===== src/rtl/uart_irq_status.sv =====
module uart_irq_status #(
  parameter int SYNC_STAGES = 2
) (
  input  logic       clk,
  input  logic       rst_n,
  input  logic       cts_n_pin,
  input  logic       tx_emptied,
  input  logic       tx_filled,
  input  logic       rx_filled,
  input  logic       rx_drained,
  input  logic       rx_err,
  input  logic       wr_en,
  input  logic [7:0] wr_data,
  input  logic       rd_en,
  output logic [7:0] rd_data,
  output logic       irq
);

  logic [SYNC_STAGES-1:0] cts_sync;
  logic       cts_prev;
  logic [3:0] enables;
  logic       tbe, rbf, dcts, fc_pend;
  logic       cts_now, cts_changed;

  assign cts_now     = cts_sync[SYNC_STAGES-1];
  assign cts_changed = cts_now != cts_prev;

  always_ff @(posedge clk or negedge rst_n) begin
    if (!rst_n) begin
      cts_sync <= '1;
      cts_prev <= 1'b1;
    end else begin
      cts_sync <= {cts_sync[SYNC_STAGES-2:0], cts_n_pin};
      cts_prev <= cts_now;
    end
  end

  always_ff @(posedge clk or negedge rst_n) begin
    if (!rst_n) begin
      enables <= 4'h0;
      tbe     <= 1'b1;
      rbf     <= 1'b0;
      dcts    <= 1'b0;
      fc_pend <= 1'b0;
    end else begin
      if (wr_en) enables <= wr_data[7:4];

      if (tx_emptied)     tbe <= 1'b1;
      else if (tx_filled) tbe <= 1'b0;

      if (rx_filled)       rbf <= 1'b1;
      else if (rx_drained) rbf <= 1'b0;

      if (cts_changed) dcts <= 1'b1;
      else if (rd_en)  dcts <= 1'b0;

      if (cts_changed && !dcts && enables[0]) fc_pend <= 1'b1;
      else if (rd_en && !cts_changed)         fc_pend <= 1'b0;
    end
  end

  assign rd_data = {enables, ~cts_now, dcts, rbf, tbe};

  assign irq = (tbe & enables[1]) | (rbf & enables[2]) |
               (rx_err & enables[3]) | fc_pend;

endmodule


===== config.mk =====
export PLATFORM = sky130hd
export DESIGN_NAME = uart_irq_status
export DESIGN_NICKNAME = d
export VERILOG_FILES = /design/src/rtl/uart_irq_status.sv
export SDC_FILE = /design/constraint.sdc
export NUM_CORES = 1
export LEC_CHECK = 0
export ABC_AREA = 1
export CORE_MARGIN = 2
export CORE_UTILIZATION = 34
export DETAILED_ROUTE_END_ITERATION = 12
export PLACE_DENSITY = 0.77
export SYNTH_ARGS = -nofsm -noshare
export SYNTH_HDL_FRONTEND = slang
export SYNTH_SLANG_ARGS = --single-unit

===== constraint.sdc =====
create_clock -name clk -period 1.02 [get_ports clk]
set_input_delay 0.204 -clock clk [delete_from_list [all_inputs] [get_ports clk]]
set_output_delay 0.204 -clock clk [all_outputs]
set_load 0.02 [all_outputs]

; Word-level counts from Yosys, hierarchy flattened
; Index checks and enable logic that the tools add are counted.
[word_totals]
reg_bits = 11
in_bits = 18
out_inout_bits = 9
wordCells = 32
[op_classes]
eq_ne = 1
mux = 8
bitwise_logic = 7
reduce_logical = 9
[op_table]
columns = cell, n
row1 = 1-bit 2-to-1 mux, 8
row2 = 2-bit nonzero test, 4
row3 = 1-bit AND, 3
row4 = 1-bit logical AND, 3
row5 = 1-bit bitwise OR, 3
row6 = 1-bit zero test, 2
row7 = 1-bit inequality test, 1
row8 = 1-bit inverter, 1

; Longest topological paths before layout
[logic_depth]
word_depth = 5
mapped_depth = 5

; Worst setup path before layout
; OpenSTA, ideal clock, no wires.
[synth_timing]
kind = reg-to-output
start = register enables[1]
end = output irq
arrival_ps = 776
required_ps = 816
setup_slack_ps = 40
stages_incl_launch_ff = 3
path_buffers = 0
cell_sequence = dfrtp_1 -> a21oi_1 -> nand3_1
[synth_via]
elab_chain_cells = 4
[synth_rtl]
columns = element, line_no
row1 = "start, declared", 21  ; logic [3:0] enables;
row2 = "start signal, assigned", 46  ; if (wr_en) enables <= wr_data[7:4];
row3 = 1-bit AND, 64  ; assign irq = (tbe & enables[1]) | (rbf & enables[2]) |
row4 = 1-bit bitwise OR (2 in a row), 64
row5 = 1-bit bitwise OR, 65  ; (rx_err & enables[3]) | fc_pend;
row6 = "end, declared", 16  ; output logic irq
; No other way between the ends.

; Final worst setup path
[layout_timing]
start = register tbe
end = output irq
[layout_via]
elab_chain_cells = 4
[layout_rtl]
columns = element, line_no
row1 = "start, declared", 22  ; logic tbe, rbf, dcts, fc_pend;
row2 = "start signal, assigned", 41  ; tbe <= 1'b1;
row3 = "start signal, assigned", 48  ; if (tx_emptied) tbe <= 1'b1;
row4 = "start signal, assigned", 49  ; else if (tx_filled) tbe <= 1'b0;
row5 = 1-bit AND, 64
row6 = 1-bit bitwise OR (2 in a row), 64
row7 = 1-bit bitwise OR, 65
; No other way between the ends.

==> flow_summary_export.csv <==
group,metric,value,unit
run_status,outcome,"finished with violations",
run_status,violations,"setup timing",
synth,ys_warn_count,0,
floorplanning,die_w,40.3,um
synth,synth_area_leaders,"dfrtp_1, dfstp_2, nand2_1, inv_1, buf_4",
global_route,grt_first_pass_wirelength,1290,um
setup_path,cp_data_required_time,820,ps
clock_tree,clock_sinks,11,
floorplanning,pin_count,27,
layout,utilization,61.8,%
clock_tree,clk_path_buf_depth,2,
synth,synth-edff-count,0,
clock_tree,root_buffer,"clkbuf_4",
timing,max_freq,798,MHz
synth,netlist.area_leader.share,39.1,%
route,dr_wl_met3,31,um
layout,finalInstanceArea,785,um^2
layout,nets,98,
power_and_ir_drop,p_leak,0.398,nW
route,first_pass_iters,4,
placed_design,hpwlAfterDp,705,um
layout,ff_latch_area,280,um^2
timing,hold_viol_final,0,
setup_path,critPathCapture,"irq",
job,drv_cap,0,
route,drc,0,
setup_path,worst_setup_path_end_kind,"output port",
setup_path,start_kind,"flop",
route,wl,899,um
hold_path,hold_path_class,"primary input to asynchronous set/reset pin",
setup_path,path_cells,"a21oi_2 > nand3_1 > buf_6",
route,wl_met1,369,um
synth,yosysTopAreaCell,"dfrtp_1",
floorplanning,design.die.area,1620,um^2
synth,syn_area_per_cell,9.53,um^2
synth,async_flop_share,100,%
clock_tree,tritoncts,"done",
synth,post_synth_inst_count,47,
timing,fin_skew,2.13,ps
clock_tree,cts_buffers,3,
power_and_ir_drop,powerDensity,1370,nW/um^2
timing,min_period_over_period,123,%
clock_tree,insertion_delay,260,ps
timing,slew_headroom,84.2,%
layout,fill_cells,108,
global_route,antenna_found_initial,0,
placed_design,gp_congestion,0.600,
placed_design,pre_cts_slack,-576,ps
floorplanning,placementRows,13,
route,first_iter_violations,4,
timing,period_minus_slack,1250,ps
layout,layout-drive-gt1-share,36.7,%
route,vias_per_cell,4.26,
route,top_layer,"met3",
route,wl_met2,498,um
setup_path,path_max_fanout,2,
synth,synth_cell_types,11,
setup_path,crit_slowest_cell,"dfstp_2",
power_and_ir_drop,vdd_ir_drop_max,736,uV
global_route,gr-total-overflow,0,
setup_path,cp-startpoint,"tbe",
global_route,grt_pass1_vias,323,
layout,antenna_cells,0,
timing,rsz0062_at_grt,"yes",
timing,fin_tns_setup,-775,ps
route,detail_route.wl_per_cell,9.56,um
route,ant_nets,0,
timing,tightest_slew,236,ps
synth,synth.cell_area,448,um^2
synth,ys_ff_latch,11,
synth,yosysMostFrequentCell,"nand2_1",
synth,syn_nets,65,
layout,syn2layout_area_growth,75.1,%
setup_path,slowest_delay,540,ps
placed_design,io_buffers,22,
setup_path,r2r-start,"cts_sync[1]",
global_route,grt_max_degree,12,
floorplanning,core-area,1270,um^2
route,vias,400,
setup_path,setup.worst_path.class,"flop to output port",
floorplanning,die_h,40.3,um
clock_tree,cts_hold_buf,0,
setup_path,reg2reg_to,"fc_pend",
layout,multi_input_area,121,um^2
timing,setup_ws,-232,ps
synth,ys_top_cells_by_count,"nand2_1, inv_1, dfrtp_1",
power_and_ir_drop,finalPower,1.08,mW
clock_tree,path_clk_slew,70,ps
floorplanning,initial_utilization,35.3,%
synth,synth-main-ff-cell,"dfrtp_1",
timing,finalSetupViolCount,6,
synth,yosysSeqAreaShare,62.6,%
clock_tree,cts_max_level,1,
setup_path,reg2regPathDepth,6,
setup_path,worstPathArrival,1050,ps
placed_design,postPlaceCellArea,717,um^2
global_route,grt_usage,12.7,%
timing,slew_viol_final,0,
setup_path,rrSetupSlack,40,ps
critical path, delay by kind of cell (launching register included):
kind / cells / cell delay (ps)
flops: 1 / 540
buf+inv: 1 / 120
simple gates: 1 / 90
compound gates: 1 / 50
layout make-up:
| class | instances | share of cell area (%) |
|---|---|---|
| inverters | 10 | 4.78 |
| well taps | 15 | 2.39 |
| repair buffers | 31 | 38.3 |
| flip-flops and latches | 11 | 35.7 |
| multi-input cells | 23 | 15.5 |
| clock buffers | 4 | 3.35 |
cell families (layout without fill, tap and decap cells):
logic type	Yosys count	in the layout	share of synthesized area [%]
buffers and inverters	13	45	13.4
flip-flops	11	11	62.6
AO/OA/AOI/OAI	8	8	10.6
AND/OR/NAND/NOR	15	15	13.4
metal layers:
layer | track usage (%) | vias up
met4 | 7.50 | 0
met1 | 14.6 | 188
met3 | 3.33 | 0
met5 | 0 | -
li1 | - | 203
met2 | 21.0 | 9
report_power, final:
| part | switching (mW) | internal, mW |
|---|---|---|
| registers | 0.0289 | 0.481 |
| clock network | 0.130 | 0.151 |
| logic | 0.121 | 0.165 |
state kept, by name, indices dropped and copies added, names as in the netlist:
name and cells:
cts_prev 1, enables 4, tbe 1, dcts 1
fc_pend 1, cts_sync 2, rbf 1
placed cells by master (no fill, tap or decap):
master           count
dfrtp_1              7
o21ai_0              4
clkdlybuf4s50_1     13
inv_1                9
o21bai_1             2
a21oi_2              1
nand2_4              1
clkbuf_4             3
inv_2                1
or2_0                1
nand2_1             11
o211ai_1             1
buf_2                1
dfstp_2              4
buf_4                7
clkbuf_1             1
buf_6               10
nand3_1              1
nand2_2              1
timing repair:
| item | CTS | global route |
|---|---|---|
| pin swaps | 0 | 3 |
| setup endpoints to repair | 10 | 10 |
| buffers inserted | 1 | 2 |
| resized for setup | 49 | 11 |
how the worst min path moves through the flow:
| stage | to | depth (start not counted) | slack [ps] | from |
|---|---|---|---|---|
| 2_1_floorplan | dcts | 0 | -90 | rst_n |
| 3_3_place_gp | cts_sync[1] | 0 | 350 | cts_sync[0] |
| 3_5_place_dp | cts_sync[1] | 0 | 350 | cts_sync[0] |
| 4_1_cts | dcts | 2 | 230 | rst_n |
| 5_1_grt | dcts | 2 | 230 | rst_n |
| 6_report | dcts | 2 | 230 | rst_n |
through the flow:
step	instances	hold slack (ps)
after floorplan	47	-91.6
after global placement	88	346
after detailed placement	88	351
after CTS	93	231
after global routing	94	226
final	94	229
No activity file was read; power rests on OpenSTA's default activity.
